<file path="src/rtl/sflash_pkg.sv">
package sflash_pkg;
  localparam int unsigned LEN_W = 5;

  typedef enum logic [2:0] {
    S_IDLE, S_ISSUE, S_WAIT, S_GAP, S_DONE
  } state_e;

  typedef enum logic [2:0] {
    PH_WREN, PH_OP, PH_ADDR, PH_DUMMY, PH_RDATA, PH_WDATA, PH_POLL_OP, PH_POLL_RD
  } phase_e;
endpackage

</file>
<file path="src/rtl/sflash_shifter.sv">
module sflash_shifter #(
  parameter int unsigned SCK_HALF = 2,
  parameter int unsigned LEN_W    = 5
) (
  input  logic             clk_i,
  input  logic             rst_ni,
  input  logic             start_i,
  input  logic [LEN_W-1:0] len_i,
  input  logic [7:0]       tx_i,
  input  logic             miso_i,
  output logic             sclk_o,
  output logic             mosi_o,
  output logic             done_o,
  output logic [7:0]       rx_o
);
  localparam int unsigned DIV_W = (SCK_HALF > 1) ? $clog2(SCK_HALF) : 1;

  logic             active_q, sclk_q, done_q;
  logic [DIV_W-1:0] div_q;
  logic [LEN_W-1:0] cnt_q;
  logic [7:0]       tx_q, rx_q;
  logic             tick;

  assign tick = (div_q == DIV_W'(SCK_HALF - 1));

  always_ff @(posedge clk_i or negedge rst_ni) begin
    if (!rst_ni) begin
      active_q <= 1'b0;
      sclk_q   <= 1'b0;
      done_q   <= 1'b0;
      div_q    <= '0;
      cnt_q    <= '0;
      tx_q     <= '0;
      rx_q     <= '0;
    end else begin
      done_q <= 1'b0;
      if (start_i) begin
        active_q <= 1'b1;
        sclk_q   <= 1'b0;
        div_q    <= '0;
        cnt_q    <= len_i;
        tx_q     <= tx_i;
      end else if (active_q) begin
        if (tick) begin
          div_q <= '0;
          if (!sclk_q) begin
            sclk_q <= 1'b1;
            rx_q   <= {rx_q[6:0], miso_i};
          end else begin
            sclk_q <= 1'b0;
            tx_q   <= {tx_q[6:0], 1'b0};
            cnt_q  <= cnt_q - 1'b1;
            if (cnt_q == LEN_W'(1)) begin
              active_q <= 1'b0;
              done_q   <= 1'b1;
            end
          end
        end else begin
          div_q <= div_q + 1'b1;
        end
      end
    end
  end

  assign sclk_o = sclk_q;
  assign mosi_o = tx_q[7];
  assign done_o = done_q;
  assign rx_o   = rx_q;


  mosi_hold_chk: assert property (@(posedge clk_i) disable iff (!rst_ni)
    sclk_q |-> $stable(tx_q[7]));

  done_low_chk: assert property (@(posedge clk_i) disable iff (!rst_ni)
    done_q |-> !sclk_q);

  no_restart_chk: assert property (@(posedge clk_i) disable iff (!rst_ni)
    start_i |-> !active_q);
endmodule

</file>
<file path="src/rtl/sflash_seq.sv">
module sflash_seq
  import sflash_pkg::*;
#(
  parameter int unsigned ADDR_W  = 32,
  parameter int unsigned CS_GAP  = 2,
  parameter logic [7:0]  WREN_OP = 8'h06
) (
  input  logic              clk_i,
  input  logic              rst_ni,
  input  logic [ADDR_W-1:0] host_addr_i,
  input  logic              host_rd_i,
  input  logic              host_wr_i,
  input  logic [31:0]       host_wdata_i,
  output logic [31:0]       host_rdata_o,
  output logic              host_wait_o,
  input  logic [7:0]        cfg_rd_op_i,
  input  logic [7:0]        cfg_wr_op_i,
  input  logic [7:0]        cfg_poll_op_i,
  input  logic              cfg_addr4_i,
  input  logic [LEN_W-1:0]  cfg_dummy_i,
  output logic              sh_start_o,
  output logic [LEN_W-1:0]  sh_len_o,
  output logic [7:0]        sh_tx_o,
  input  logic              sh_done_i,
  input  logic [7:0]        sh_rx_i,
  output logic              spi_cs_no
);
  localparam int unsigned GAP_W = $clog2(CS_GAP + 1);

  state_e            state_q;
  phase_e            phase_q;
  logic [1:0]        idx_q;
  logic              is_wr_q, fin_q, cs_n_q;
  logic [ADDR_W-1:0] addr_q;
  logic [31:0]       wdata_q, rdata_q;
  logic [GAP_W-1:0]  gap_q;

  logic [31:0] addr32;
  logic [1:0]  sel;
  logic [1:0]  last_addr;
  logic [7:0]  addr_byte;

  assign addr32    = 32'(addr_q);
  assign sel       = cfg_addr4_i ? idx_q : idx_q + 2'd1;
  assign last_addr = cfg_addr4_i ? 2'd3 : 2'd2;
  assign addr_byte = 8'(addr32 >> {2'(2'd3 - sel), 3'b000});

  always_comb begin
    sh_len_o = LEN_W'(8);
    sh_tx_o  = 8'h00;
    case (phase_q)
      PH_WREN:    sh_tx_o = WREN_OP;
      PH_OP:      sh_tx_o = is_wr_q ? cfg_wr_op_i : cfg_rd_op_i;
      PH_ADDR:    sh_tx_o = addr_byte;
      PH_DUMMY:   sh_len_o = cfg_dummy_i;
      PH_WDATA:   sh_tx_o = wdata_q[{idx_q, 3'b000} +: 8];
      PH_POLL_OP: sh_tx_o = cfg_poll_op_i;
      default:    ;
    endcase
  end

  assign sh_start_o = (state_q == S_ISSUE);

  always_ff @(posedge clk_i or negedge rst_ni) begin
    if (!rst_ni) begin
      state_q <= S_IDLE;
      phase_q <= PH_OP;
      idx_q   <= '0;
      is_wr_q <= 1'b0;
      fin_q   <= 1'b0;
      cs_n_q  <= 1'b1;
      addr_q  <= '0;
      wdata_q <= '0;
      rdata_q <= '0;
      gap_q   <= '0;
    end else begin
      case (state_q)
        S_IDLE: if (host_rd_i || host_wr_i) begin
          is_wr_q <= host_wr_i;
          addr_q  <= host_addr_i;
          wdata_q <= host_wdata_i;
          phase_q <= host_wr_i ? PH_WREN : PH_OP;
          idx_q   <= '0;
          fin_q   <= 1'b0;
          cs_n_q  <= 1'b0;
          state_q <= S_ISSUE;
        end
        S_ISSUE: state_q <= S_WAIT;
        S_WAIT: if (sh_done_i) begin
          state_q <= S_ISSUE;
          case (phase_q)
            PH_WREN: begin
              phase_q <= PH_OP;
              cs_n_q  <= 1'b1; gap_q <= '0; state_q <= S_GAP;
            end
            PH_OP: begin
              phase_q <= PH_ADDR;
              idx_q   <= '0;
            end
            PH_ADDR: if (idx_q == last_addr) begin
              idx_q <= '0;
              if (is_wr_q)                 phase_q <= PH_WDATA;
              else if (cfg_dummy_i != '0)  phase_q <= PH_DUMMY;
              else                         phase_q <= PH_RDATA;
            end else begin
              idx_q <= idx_q + 2'd1;
            end
            PH_DUMMY: phase_q <= PH_RDATA;
            PH_RDATA: begin
              rdata_q[{idx_q, 3'b000} +: 8] <= sh_rx_i;
              if (idx_q == 2'd3) begin
                fin_q  <= 1'b1;
                cs_n_q <= 1'b1; gap_q <= '0; state_q <= S_GAP;
              end else begin
                idx_q <= idx_q + 2'd1;
              end
            end
            PH_WDATA: if (idx_q == 2'd3) begin
              phase_q <= PH_POLL_OP;
              cs_n_q  <= 1'b1; gap_q <= '0; state_q <= S_GAP;
            end else begin
              idx_q <= idx_q + 2'd1;
            end
            PH_POLL_OP: phase_q <= PH_POLL_RD;
            PH_POLL_RD: begin
              phase_q <= PH_POLL_OP;
              if (!sh_rx_i[0]) fin_q <= 1'b1;  // bit 0 = busy
              cs_n_q  <= 1'b1; gap_q <= '0; state_q <= S_GAP;
            end
            default: ;
          endcase
        end
        S_GAP: if (gap_q == GAP_W'(CS_GAP - 1)) begin
          if (fin_q) begin
            state_q <= S_DONE;
          end else begin
            cs_n_q  <= 1'b0;
            state_q <= S_ISSUE;
          end
        end else begin
          gap_q <= gap_q + 1'b1;
        end
        S_DONE:  state_q <= S_IDLE;
        default: state_q <= S_IDLE;
      endcase
    end
  end

  assign host_wait_o  = (state_q == S_DONE) ? 1'b0
                      : ((state_q != S_IDLE) || host_rd_i || host_wr_i);
  assign host_rdata_o = rdata_q;
  assign spi_cs_no    = cs_n_q;


  cs_gap_chk: assert property (@(posedge clk_i) disable iff (!rst_ni)
    $fell(cs_n_q) |-> ($past(state_q) == S_GAP || $past(state_q) == S_IDLE));

  req_accept_chk: assert property (@(posedge clk_i) disable iff (!rst_ni)
    (state_q == S_IDLE && (host_rd_i || host_wr_i)) |=> (state_q == S_ISSUE));

  rd_complete_chk: assert property (@(posedge clk_i) disable iff (!rst_ni)
    (state_q == S_DONE && !is_wr_q) |-> (idx_q == 2'd3 && cs_n_q));

  wr_after_poll_chk: assert property (@(posedge clk_i) disable iff (!rst_ni)
    (state_q == S_DONE && is_wr_q) |-> (phase_q == PH_POLL_OP && $past(state_q) == S_GAP));
endmodule

</file>
<file path="src/rtl/sflash_bridge.sv">
module sflash_bridge #(
  parameter int unsigned ADDR_W   = 32,
  parameter int unsigned SCK_HALF = 2,
  parameter int unsigned CS_GAP   = 2,
  parameter logic [7:0]  WREN_OP  = 8'h06
) (
  input  logic                         clk_i,
  input  logic                         rst_ni,
  input  logic [ADDR_W-1:0]            host_addr_i,
  input  logic                         host_rd_i,
  input  logic                         host_wr_i,
  input  logic [31:0]                  host_wdata_i,
  output logic [31:0]                  host_rdata_o,
  output logic                         host_wait_o,
  input  logic [7:0]                   cfg_rd_op_i,
  input  logic [7:0]                   cfg_wr_op_i,
  input  logic [7:0]                   cfg_poll_op_i,
  input  logic                         cfg_addr4_i,
  input  logic [sflash_pkg::LEN_W-1:0] cfg_dummy_i,
  output logic                         spi_sclk_o,
  output logic                         spi_cs_no,
  output logic                         spi_mosi_o,
  input  logic                         spi_miso_i
);
  localparam int unsigned LEN_W = sflash_pkg::LEN_W;

  logic             sh_start, sh_done;
  logic [LEN_W-1:0] sh_len;
  logic [7:0]       sh_tx, sh_rx;

  sflash_seq #(
    .ADDR_W (ADDR_W),
    .CS_GAP (CS_GAP),
    .WREN_OP(WREN_OP)
  ) u_seq (
    .clk_i        (clk_i),
    .rst_ni       (rst_ni),
    .host_addr_i  (host_addr_i),
    .host_rd_i    (host_rd_i),
    .host_wr_i    (host_wr_i),
    .host_wdata_i (host_wdata_i),
    .host_rdata_o (host_rdata_o),
    .host_wait_o  (host_wait_o),
    .cfg_rd_op_i  (cfg_rd_op_i),
    .cfg_wr_op_i  (cfg_wr_op_i),
    .cfg_poll_op_i(cfg_poll_op_i),
    .cfg_addr4_i  (cfg_addr4_i),
    .cfg_dummy_i  (cfg_dummy_i),
    .sh_start_o   (sh_start),
    .sh_len_o     (sh_len),
    .sh_tx_o      (sh_tx),
    .sh_done_i    (sh_done),
    .sh_rx_i      (sh_rx),
    .spi_cs_no    (spi_cs_no)
  );

  sflash_shifter #(
    .SCK_HALF(SCK_HALF),
    .LEN_W   (LEN_W)
  ) u_shift (
    .clk_i  (clk_i),
    .rst_ni (rst_ni),
    .start_i(sh_start),
    .len_i  (sh_len),
    .tx_i   (sh_tx),
    .miso_i (spi_miso_i),
    .sclk_o (spi_sclk_o),
    .mosi_o (spi_mosi_o),
    .done_o (sh_done),
    .rx_o   (sh_rx)
  );


  cs_idle_clk_chk: assert property (@(posedge clk_i) disable iff (!rst_ni)
    spi_cs_no |-> !spi_sclk_o);

  reset_idle_chk: assert property (@(posedge clk_i) disable iff (!rst_ni)
    $rose(rst_ni) |-> (spi_cs_no && !spi_sclk_o));
endmodule

</file>
<file path="config.mk">
export PLATFORM = sky130hd
export DESIGN_NAME = sflash_bridge
export DESIGN_NICKNAME = d
export VERILOG_FILES = /design/src/rtl/sflash_pkg.sv /design/src/rtl/sflash_shifter.sv /design/src/rtl/sflash_seq.sv /design/src/rtl/sflash_bridge.sv
export SDC_FILE = /design/constraint.sdc
export NUM_CORES = 1
export LEC_CHECK = 0
export ABC_CLOCK_PERIOD_IN_PS = 2400
export BUFFER_PORTS_ARGS = -buffer_cell sky130_fd_sc_hd__buf_2
export CORE_UTILIZATION = 25
export CTS_CLUSTER_DIAMETER = 120
export DETAILED_ROUTE_END_ITERATION = 10
export PLACE_DENSITY = 0.46
export SLEW_MARGIN = 15
export SYNTH_ARGS = -nofsm -noshare
export SYNTH_HDL_FRONTEND = slang
export SYNTH_HIERARCHICAL = 1
export SYNTH_SLANG_ARGS = --single-unit
</file>
<file path="constraint.sdc">
create_clock -name clk_i -period 2.4 [get_ports clk_i]
set_input_delay 0.24 -clock clk_i [delete_from_list [all_inputs] [get_ports clk_i]]
set_output_delay 0.24 -clock clk_i [all_outputs]
set_load 0.02 [all_outputs]
</file>
# Word-level counts from Yosys, hierarchy flattened
# Cells that the tools add are included.
# word_totals
in_bits,99
ff_bits,134
word_cells,155
# classes
shifts,4
n_eq_ne,30
muxes,70
add_sub_neg,6
bitwise,2
reduce_logical,26
# ops
cell,n
$mux W8,5
$pmux W8 S5,1
$bwmux W32,1
$shift A8 B7 Y32 const A,1
$shiftx A32 B6 Y8,1
$shiftx A8 B7 Y32,1
$shr A32 B5 Y8,1
$mux W3,10
$mux W1,27
$mux W5,5
$pmux W3 S7,1
$mux W2,9
$eq A3 B3 Y1 const B,5
$ne A3 B2 Y1 const B,5
$eq A3 B2 Y1 const B,4
$pmux W2 S2,3
$pmux W3 S2,2
$pmux W3 S4,1
$reduce_and A6 Y1,2
$reduce_and A5 Y1,2
$reduce_bool A2 Y1,5
$ne A3 B3 Y1 const B,3
$reduce_and A3 Y1,3
$ne A8 B7 Y1 const B,1
25 further kinds,39

# Logic depth before layout (Yosys ltp)
# Gate-level depths: netlist (run 1).
# depth
ltp_word,7
depth_mapped,10
mapped_depth_nobuf,9

# Modules after synthesis
# The synthesis (run 1) kept the hierarchy.
# by_module_without_submodules
mod,n_inst,area_each_um2,seq_area_each_um2,cells_per_inst
sflash_seq,1,5317.6,2730.1,462
sflash_shifter,1,1131.1,625.6,96

# Worst setup path after synthesis (run 1)
# OpenSTA, ideal clock, no wires.
# synth_timing
kind,flip-flop to flip-flop
start,reg u_seq.idx_q[0]
end,reg u_shift.tx_q[2]
setup_ns,0.135
arrival_ns,2.296
t_required_ns,2.265
slack_ns,-0.031
stages_incl_launch_ff,10
cell_sequence,dfrtp_1 > buf_2 > inv_1 > ha_1 > mux2i_4 > mux4_2 > a21oi_1 > o21ai_1 > nand2_1 > o21ai_0
# synth_between
elab_chain_cells,6
# synth_lines
element,line_no,rtl
from (decl),sflash_seq.sv:32,logic [1:0] idx_q;
from (signal assigned),sflash_seq.sv:106,idx_q <= idx_q + 2'd1;
from (signal assigned),sflash_seq.sv:115,idx_q <= idx_q + 2'd1;
from (signal assigned),sflash_seq.sv:122,idx_q <= idx_q + 2'd1;
$add A2 B1 Y2,sflash_seq.sv:44,assign sel = cfg_addr4_i ? idx_q : idx_q + 2'd1;
$mux W2,sflash_seq.sv:44,
$sub A2 B2 Y2,sflash_seq.sv:46,"assign addr_byte = 8'(addr32 >> {2'(2'd3 - sel), 3'b000});"
$shr A32 B5 Y8,sflash_seq.sv:46,
$pmux W8 S5 (*),sflash_seq.sv:51,case (phase_q)
via sh_tx[2],sflash_bridge.sv:29,"logic [7:0] sh_tx, sh_rx;"
$mux W8 (*),sflash_shifter.sv:37,if (start_i) begin
to (signal assigned),sflash_shifter.sv:42,tx_q <= tx_i;
to (signal assigned),sflash_shifter.sv:51,"tx_q <= {tx_q[6:0], 1'b0};"
to (decl),sflash_shifter.sv:21,"logic [7:0] tx_q, rx_q;"
# The timed path passes the listed nets; every way through them passes the cells marked *.
# A chain may end at the register's enable or synchronous reset.

# Worst setup path after layout (run 1)
# layout_timing
start,reg u_seq.idx_q[1]
end,reg u_shift.tx_q[0]
# The elaborated chain is that of the path after synthesis.

==> results of run 1 <==
-- power by group --
| part | leakage [nW] | internal, mW | switching, mW | total (mW) |
|---|---|---|---|---|
| Combinational | 1.75 | 0.179 | 0.138 | 0.318 |
| Sequential | 1.68 | 2.34 | 0.0630 | 2.41 |
| Clock | 0.291 | 1.62 | 1.09 | 2.71 |
| Total | 3.72 | 4.14 | 1.29 | 5.43 |
-- worst max-delay path, cell delays in order (launching register included) --
cell	delay, ns
dfrtp_1	0.37
inv_1	0.13
ha_1	0.31
mux2i_4	0.20
buf_4	0.21
mux4_2	0.50
nand2_1	0.09
nand2_1	0.05
nand2_1	0.07
o21ai_0	0.07
-- layout by cell type (no fill, tap or decap), types with 3 or more instances in the layout --
| cell type | instances |
|---|---|
| ha_1 | 9 |
| and3_1 | 3 |
| o21ai_0 | 52 |
| buf_4 | 19 |
| nand3_1 | 6 |
| nand4_1 | 6 |
| a31oi_1 | 3 |
| buf_2 | 133 |
| nand2_1 | 98 |
| or3_1 | 3 |
| nand2b_1 | 5 |
| nor4b_1 | 3 |
| clkbuf_16 | 17 |
| clkinvlp_4 | 3 |
| nor2_1 | 17 |
| dfrtp_1 | 132 |
| and2_1 | 5 |
| o211ai_1 | 4 |
| a222oi_1 | 6 |
| mux2i_1 | 11 |
| a21oi_1 | 8 |
| mux4_2 | 15 |
| mux2_2 | 80 |
| nor3_1 | 7 |
| inv_6 | 5 |
| inv_1 | 7 |
| nor2b_1 | 4 |
| buf_12 | 3 |
-- sequential cells by signal (all words and copies together), names as in the netlist, 2 cells and up --
| name | flops |
|---|---|
| u_shift/rx_o | 8 |
| u_seq/idx_q | 2 |
| u_shift/cnt_q | 5 |
| u_seq/state_q | 3 |
| u_shift/tx_q | 8 |
| u_seq/wdata_q | 32 |
| u_seq/host_rdata_o | 32 |
| u_seq/addr32 | 32 |
| u_seq/gap_q | 2 |
| u_seq/phase_q | 3 |
-- final cells by class --
cell class / count / area (um^2)
clock buffers: 19 / 453
clock inverters: 13 / 158
fillers: 2623 / 17000
inverters: 7 / 26.3
multi-input cells: 385 / 2930
flip-flops and latches: 134 / 3360
well taps: 330 / 413
repair buffers: 157 / 890
-- path summary, 6_finish.rpt --
kind,end,slack [ns],depth (start not counted)
max,u_shift/tx_q[0],0.26,9
min in group asynchronous,u_seq/host_rdata_o[6],0.38,2
max in group asynchronous,u_seq/wdata_q[29],1.27,3
min,u_seq/wdata_q[22],0.04,2
min reg2reg,u_seq/host_rdata_o[16],0.47,2
max reg2reg,u_shift/tx_q[0],0.26,9
-- stage by stage --
step	power, mW	hold slack [ns]	setup WS [ns]
detailed placement	2.77	0.260	0.245
floorplan	2.56	-0.0556	0.0303
CTS	5.50	0.0261	0.224
finish	5.43	0.0414	0.258
global placement	2.77	0.263	0.287
global route	5.64	0.0254	0.0434
-- routing by layer --
| metal | vias to the layer above | global-route usage, % |
|---|---|---|
| met5 | - | 0 |
| met4 | 0 | 5.27 |
| met3 | 11 | 2.29 |
| met2 | 90 | 21.6 |
| met1 | 2294 | 18.3 |
| li1 | 2302 | - |
-- cells by family (layout without fill, tap and decap cells) --
family                   Yosys count  count (layout)  synth area share, %
flip-flops                       134             134                 52.0
adder cells (fa/ha/maj)            9               9                 1.75
AND/OR/NAND/NOR                  175             175                 12.9
AO/OA/AOI/OAI                     89              89                 8.48
buffers and inverters             39             196                 2.74
multiplexers                     107             107                 21.3
XOR/XNOR                           5               5                0.796
==> impl_metrics.env, run 1 <==
export IMPL_io_buffers=134
export IMPL_yosysTopAreaCell="dfrtp_1"
export IMPL_cts_root_buf="clkbuf_16"
export IMPL_wl_met1_um=8080
export IMPL_die_y_um=163
export IMPL_place_gp_congestion=0.738
export IMPL_cts_repair_resize_count=0
export IMPL_min_delay_start="host_wdata_i[22]"
export IMPL_grt_pass1_vias=4806
export IMPL_rows=58
export IMPL_met2_length_um=8250
export IMPL_synth_edf_count=0
export IMPL_synth_ff_type="dfrtp_1"
export IMPL_tightest_slew_ns=0.721
export IMPL_met3_length_um=510
export IMPL_fin_nets=810
export IMPL_p_per_area_nw_per_um2=660
export IMPL_ir_worst_vdd_mv=0.317
export IMPL_post_drt_wl_per_cell_um=16.3
export IMPL_final_cells=1045
export IMPL_syn_cell_area_um2=6450
export IMPL_post_route_period_util_pct=89.2
export IMPL_drt_first_pass_iters=4
export IMPL_p_leak_nw=3.72
export IMPL_cp_max_fo=6
export IMPL_placed_cell_area_um2=7600
export IMPL_dieArea_um2=26400
export IMPL_route_antenna_remaining_nets=0
export IMPL_ys_seq_area_share_pct=52.0
export IMPL_grt_pass1_wl_um=27200
export IMPL_synth_distinct_cells=58
export IMPL_place_hpwl_um=12600
export IMPL_maxCapViolations=0
export IMPL_drcViolationCount=0
export IMPL_path_class="reg2reg"
export IMPL_ys_warn_count=6
export IMPL_antenna_found_initial=0
export IMPL_postCtsSetupRepairBufs=0
export IMPL_crit_start="u_seq/idx_q[1]"
export IMPL_synth_top_area_share_pct=51.2
export IMPL_syn_avg_cell_area_um2=11.6
export IMPL_cp_required_ns=2.69
export IMPL_pin_count=135
export IMPL_hold_path_class="in2reg"
export IMPL_synth_seq_cells=134
export IMPL_clockBufferDepth=2
export IMPL_num_antenna_cells=0
export IMPL_areaGrowthSynthToFinish_pct=27.5
export IMPL_h_tree_depth=4
export IMPL_synth_async_reset_ratio_pct=100
export IMPL_clk_latency_ns=0.42
export IMPL_grt_max_degree=67
export IMPL_die_w_um=163
export IMPL_cts_sinks=134
export IMPL_rsz0062_at_grt="no"
export IMPL_cts_inserted_buffers=17
export IMPL_vias=4697
export IMPL_status="finished, final reports clean"
export IMPL_tritoncts="yes"
export IMPL_postRouteWirelength_um=17000
export IMPL_critPathLaunchType="flip-flop"
export IMPL_yosys_top_cells_area="dfrtp_1, mux2_2, nand2_1"
export IMPL_r2r_start="u_seq/idx_q[1]"
export IMPL_fin_area_um2=8220
export IMPL_core_area_um2=25300
export IMPL_via_per_inst=4.49
export IMPL_setup_tns_ns=0
export IMPL_synthCells=558
export IMPL_yosysMostFrequentCell="dfrtp_1"
export IMPL_clkTransAtPathRegs_ns=0.07
export IMPL_place_inst=1012
export IMPL_grt_overflow_total=0
export IMPL_dr_max_layer_used="met4"
export IMPL_ctsHoldBuffers=1
export IMPL_utilization_pct=32.6
export IMPL_initial_core_util_pct=25.5
export IMPL_drive_above_1_share_pct=41.3
export IMPL_finalHoldViolCount=0
export IMPL_gr_usage_all_layers_pct=13.5
export IMPL_max_clock_freq_mhz=467
export IMPL_first_iter_violations=260
export IMPL_setup_violations=0
export IMPL_finClkSkew_ns=0.0122
export IMPL_synth_net_count=666
export IMPL_maxSlewHeadroom_pct=51.8
export IMPL_finalCriticalPeriod_ns=2.14
export IMPL_arrival_ns=2.43
export IMPL_crit_path_end_kind="flip-flop"
export IMPL_yosys_top_cells_count="dfrtp_1, nand2_1, mux2_2"
export IMPL_slew_viol_final=0
(Power assumes the default switching activity.)
==> inputs of run 2 (changes only) <==
--- a/config.mk
+++ b/config.mk
@@ -7,10 +7,11 @@
 export LEC_CHECK = 0
 export ABC_CLOCK_PERIOD_IN_PS = 2400
 export BUFFER_PORTS_ARGS = -buffer_cell sky130_fd_sc_hd__buf_2
-export CORE_UTILIZATION = 25
+export CAP_MARGIN = 25
+export CORE_UTILIZATION = 50
 export CTS_CLUSTER_DIAMETER = 120
 export DETAILED_ROUTE_END_ITERATION = 10
-export PLACE_DENSITY = 0.46
+export PLACE_DENSITY = 0.79
 export SLEW_MARGIN = 15
 export SYNTH_ARGS = -nofsm -noshare
 export SYNTH_HDL_FRONTEND = slang
==> run 2 against run 1 <==
The flow now finishes with violations (design-rule violations). Worst hold slack improved by 0.011 ns. Utilization increased by 31 points. Clock power about the same. Sequential share of layout area increased by 1.1 points. Combinational power decreased by 3%. Critical path depth unchanged. Power decreased by 0.35%. Routed wire length decreased by 13%. Setup slack got worse by 0.013 ns. Non-clock buffer count decreased by 1. Largest cell class unchanged.
==> impl_metrics.env, run 2 (synthesis results as in run 1) <==
export IMPL_drcViolationCount=2
export IMPL_cts_root_buf="clkbuf_16"
export IMPL_die_w_um=116
export IMPL_rsz0062_at_grt="no"
export IMPL_grt_max_degree=67
export IMPL_p_seq_share_pct=44.5
export IMPL_path_class="reg2reg"
export IMPL_cp_max_fo=5
export IMPL_p_sw_share_pct=20.2
export IMPL_status="finished with violations"
export IMPL_setup_violations=0
export IMPL_gr_usage_all_layers_pct=24.2
export IMPL_core_area_um2=12600
export IMPL_first_iter_violations=360
export IMPL_num_antenna_cells=0
export IMPL_use_met2_pct=39.9
export IMPL_switchingPower_mw=1.09
export IMPL_p_per_area_nw_per_um2=676
export IMPL_vias=4883
export IMPL_reg2regPathDepth=9
export IMPL_die_y_um=116
export IMPL_max_clock_freq_mhz=464
export IMPL_io_buffers=134
export IMPL_violations="design-rule violations"
export IMPL_place_hpwl_um=10800
export IMPL_cts_repair_resize_count=0
export IMPL_tritoncts="yes"
export IMPL_setup_tns_ns=0
export IMPL_clk_latency_ns=0.42
export IMPL_hold_path_cell_count=2
export IMPL_finalCriticalPeriod_ns=2.15
export IMPL_groute_layer_met1_usage_pct=30.2
export IMPL_cts_inserted_buffers=17
export IMPL_cp_required_ns=2.69
export IMPL_crit_path_end_kind="flip-flop"
export IMPL_slew_viol_final=0
export IMPL_clkTransAtPathRegs_ns=0.05
export IMPL_h_tree_depth=4
export IMPL_initial_core_util_pct=51.1
export IMPL_p_leak_nw=3.71
export IMPL_hold_path_class="in2reg"
export IMPL_utilization_pct=63.4
export IMPL_rows=41
export IMPL_postRouteWirelength_um=14800
export IMPL_drt_first_pass_iters=8
export IMPL_dieArea_um2=13400
export IMPL_maxCapViolations=0
export IMPL_grt_overflow_total=0
export IMPL_grt_busiest_layer="met2"
export IMPL_route_antenna_remaining_nets=0
export IMPL_use_met3_pct=6.22
export IMPL_place_gp_congestion=0.812
export IMPL_ir_worst_vdd_mv=0.523
export IMPL_pwr_share_clk_pct=49.8
export IMPL_finClkSkew_ns=0.00987
export IMPL_grt_pass1_vias=4940
export IMPL_intPower_mw=4.32
export IMPL_areaGrowthSynthToFinish_pct=24.0
export IMPL_fin_nets=809
export IMPL_critPathLaunchType="flip-flop"
export IMPL_final_common_cell="buf_2"
export IMPL_cts_sinks=134
export IMPL_arrival_ns=2.44
export IMPL_drive_above_1_share_pct=39.9
export IMPL_post_route_period_util_pct=89.8
export IMPL_antenna_found_initial=0
export IMPL_mostFrequentLayoutCells="buf_2, dfrtp_1, nand2_1"
export IMPL_clockBufferDepth=2
export IMPL_pwr_share_comb_pct=5.7
export IMPL_post_drt_wl_per_cell_um=16.7
export IMPL_tightest_slew_ns=0.679
export IMPL_grt_pass1_wl_um=24300
export IMPL_pin_count=135
export IMPL_finalHoldViolCount=0
export IMPL_maxSlewHeadroom_pct=54.6
export IMPL_via_per_inst=5.51
==> run 2: cell type report <==
| class | instances | area, um^2 |
|---|---|---|
| Sequential cell | 134 | 3360 |
| Timing Repair Buffer | 156 | 866 |
| Multi-Input combinational cell | 385 | 2930 |
| Inverter | 7 | 26.3 |
| Clock inverter | 4 | 120 |
| Clock buffer | 28 | 487 |
| Tap cell | 172 | 215 |
| Fill cell | 977 | 4620 |
==> run 2: worst max-delay path, cell delays in order, from the launching register on <==
cell	delay [ns]
dfrtp_1	0.36
inv_1	0.07
ha_1	0.35
mux2i_4	0.26
buf_4	0.22
mux4_2	0.49
nand2_1	0.08
nand2_1	0.04
nand2_1	0.08
o21ai_0	0.08
==> run 2: power groups by stage <==
stage / combinational (mW) / clock (mW) / sequential (mW)
global placement: 0.299 / 0 / 2.44
global route: 0.340 / 2.84 / 2.41
CTS: 0.315 / 2.73 / 2.41
floorplan: 0.139 / 0 / 2.43
finish: 0.309 / 2.69 / 2.41
detailed placement: 0.312 / 0 / 2.44
==> run 2: worst paths after layout <==
path | startpoint | end | slack [ns]
hold / removal | host_addr_i[28] | u_seq/addr32[28] | 0.05
setup reg to reg | u_seq/idx_q[1] | u_shift/tx_q[6] | 0.25
min in group asynchronous | rst_ni | u_seq/wdata_q[21] | 0.25
hold reg to reg | u_seq/host_rdata_o[3] | u_seq/host_rdata_o[3] | 0.48
max in group asynchronous | rst_ni | u_seq/host_rdata_o[12] | 1.41
setup / recovery | u_seq/idx_q[1] | u_shift/tx_q[6] | 0.25
==> run 2: stage by stage <==
step / instance area [um^2] / total power, mW / instances / setup slack [ns] / hold WS, ns
after global placement: 7380 / 2.74 / 853 / 0.336 / 0.143
final: 8000 / 5.41 / 886 / 0.246 / 0.0526
after global routing: 8000 / 5.60 / 886 / 0.113 / 0.0486
after floorplan: 6450 / 2.56 / 558 / 0.0303 / -0.0556
after detailed placement: 7380 / 2.76 / 853 / 0.250 / 0.147
after CTS: 8000 / 5.46 / 886 / 0.240 / 0.0386
==> run 2: layer usage <==
layer,wire (um),up-vias
li1,-,2297
met1,6190,2413
met2,7470,145
met3,807,28
met4,309,0
met5,0,-
==> run 2: what timing repair did <==
item,CTS,global route
buffers inserted,0,0
endpoints found under the hold margin,19,0
hold buffers,1,0
==> inputs of run 3 (changes only) <==
--- a/config.mk
+++ b/config.mk
@@ -12,6 +12,7 @@
 export CTS_CLUSTER_DIAMETER = 120
 export DETAILED_ROUTE_END_ITERATION = 10
 export PLACE_DENSITY = 0.79
+export RECOVER_POWER = 100
 export SLEW_MARGIN = 15
 export SYNTH_ARGS = -nofsm -noshare
 export SYNTH_HDL_FRONTEND = slang
==> run 3 against run 2 <==
The run still ends with design-rule violations left. Die area unchanged. Register-to-register slack worse by 0.05 ns. Clock skew down 0.0013 ns. Clock-buffer cell count unchanged.
==> impl_metrics.env, run 3 (synthesis results as in run 1) <==
export IMPL_whs_ns=0.0528
export IMPL_clockBufferDepth=2
export IMPL_post_route_period_util_pct=91.7
export IMPL_core_area_um2=12600
export IMPL_drt_first_pass_iters=9
export IMPL_grt_overflow_total=0
export IMPL_tritoncts="yes"
export IMPL_slew_viol_final=0
export IMPL_ff_latch_area_um2=3360
export IMPL_clkTransAtPathRegs_ns=0.05
export IMPL_clk_latency_ns=0.42
export IMPL_setup_violations=0
export IMPL_drcViolationCount=2
export IMPL_place_hpwl_um=10800
export IMPL_antenna_found_initial=0
export IMPL_crit_chain="nor4_2 > clkbuf_4 > mux2_2"
export IMPL_crit_path_end_kind="flip-flop"
export IMPL_setup_tns_ns=0
export IMPL_hold_path_class="in2reg"
export IMPL_nFillCells=1007
export IMPL_final_common_cell="dfrtp_1"
export IMPL_post_drt_wl_per_cell_um=16.7
export IMPL_rows=41
export IMPL_utilization_pct=62.6
export IMPL_arrival_ns=2.50
export IMPL_dieArea_um2=13400
export IMPL_setup_ws_ns=0.198
export IMPL_maxCapViolations=0
export IMPL_areaGrowthSynthToFinish_pct=22.5
export IMPL_cp_num_buf_inv=1
export IMPL_gr_usage_all_layers_pct=24.2
export IMPL_post_place_ws_ns=0.250
export IMPL_switchingPower_mw=1.09
export IMPL_pwr_share_clk_pct=49.8
export IMPL_cpPeakStageDelay_ns=0.78
export IMPL_tightest_slew_ns=1.20
export IMPL_die_w_um=116
export IMPL_cp_required_ns=2.69
export IMPL_cp_slowest_cell="clkbuf_4"
export IMPL_path_delay_family="buffers and inverters"
export IMPL_via_per_inst=5.50
export IMPL_grt_max_degree=67
export IMPL_fin_area_um2=7900
export IMPL_final_cells=886
export IMPL_p_per_area_nw_per_um2=684
export IMPL_cp_max_fo=66
export IMPL_h_tree_depth=4
export IMPL_pwr_share_comb_pct=5.7
export IMPL_mostFrequentLayoutCells="dfrtp_1, buf_2, nand2_1"
export IMPL_place_gp_congestion=0.812
export IMPL_finalHoldViolCount=0
export IMPL_status="finished with violations"
export IMPL_p_total_mw=5.40
export IMPL_first_iter_violations=362
export IMPL_placed_cell_area_um2=7380
export IMPL_ir_worst_vdd_mv=0.523
export IMPL_p_seq_share_pct=44.6
export IMPL_intPower_mw=4.31
export IMPL_initial_core_util_pct=51.1
export IMPL_finClkSkew_ns=0.00854
export IMPL_p_leak_nw=3.55
export IMPL_grt_pass1_wl_um=24300
export IMPL_num_antenna_cells=0
export IMPL_p_sw_share_pct=20.1
export IMPL_ctsHoldBuffers=1
export IMPL_maxSlewHeadroom_pct=20.3
export IMPL_fin_nets=809
export IMPL_pin_count=135
export IMPL_rsz0062_at_grt="no"
export IMPL_violations="design-rule violations"
export IMPL_io_buffers=134
export IMPL_cts_inserted_buffers=17
export IMPL_vias=4875
export IMPL_finalCriticalPeriod_ns=2.20
export IMPL_critPathLaunchType="flip-flop"
export IMPL_drive_above_1_share_pct=33.9
export IMPL_multi_input_area_um2=2910
export IMPL_grt_pass1_vias=4940
export IMPL_route_antenna_remaining_nets=0
export IMPL_cts_repair_resize_count=0
export IMPL_place_inst=853
export IMPL_postCtsSetupRepairBufs=0
export IMPL_cts_sinks=134
export IMPL_max_clock_freq_mhz=454
export IMPL_path_class="reg2reg"
export IMPL_die_y_um=116
export IMPL_postRouteWirelength_um=14800
export IMPL_cts_root_buf="clkbuf_16"
==> run 3: cell types whose count changed in the layout (fill, tap and decap cells not counted), moves of 2 or more <==
| cell | delta |
|---|---|
| buf_4 | -8 |
| clkbuf_1 | +41 |
| buf_2 | -35 |
| clkbuf_2 | +2 |
==> run 3: power by group through the flow <==
| stage | clock, mW | combinational (mW) | sequential (mW) |
|---|---|---|---|
| floorplan | 0 | 0.139 | 2.43 |
| global placement | 0 | 0.299 | 2.44 |
| detailed placement | 0 | 0.312 | 2.44 |
| CTS | 2.73 | 0.315 | 2.41 |
| global route | 2.84 | 0.336 | 2.42 |
| finish | 2.69 | 0.305 | 2.41 |
==> run 3: path summary, 6_finish.rpt <==
path	start	to	slack, ns	cells after the start
min	host_addr_i[28]	u_seq/addr32[28]	0.05	2
max in group asynchronous	rst_ni	u_seq/host_rdata_o[12]	0.42	3
max reg2reg	u_seq/state_q[1]	u_seq/wdata_q[27]	0.20	3
min reg2reg	u_seq/host_rdata_o[3]	u_seq/host_rdata_o[3]	0.48	2
min in group asynchronous	rst_ni	u_seq/addr32[24]	0.59	2
max	u_seq/state_q[1]	u_seq/wdata_q[27]	0.20	3
==> run 3: area by class of cell <==
cell class | count | share of cell area, %
clock buffer | 28 | 6.16
clock inverter | 4 | 1.52
inverter | 7 | 0.333
multi-input combinational | 385 | 36.9
sequential | 134 | 42.5
tap | 172 | 2.72
timing repair buffer | 156 | 9.90
==> run 3: per-layer routing <==
layer	up-vias	routed length, um	GRT usage [%]
met5	-	0	0
met4	0	306	10.4
met3	29	820	6.22
met2	139	7480	39.9
met1	2414	6200	30.2
li1	2293	-	-
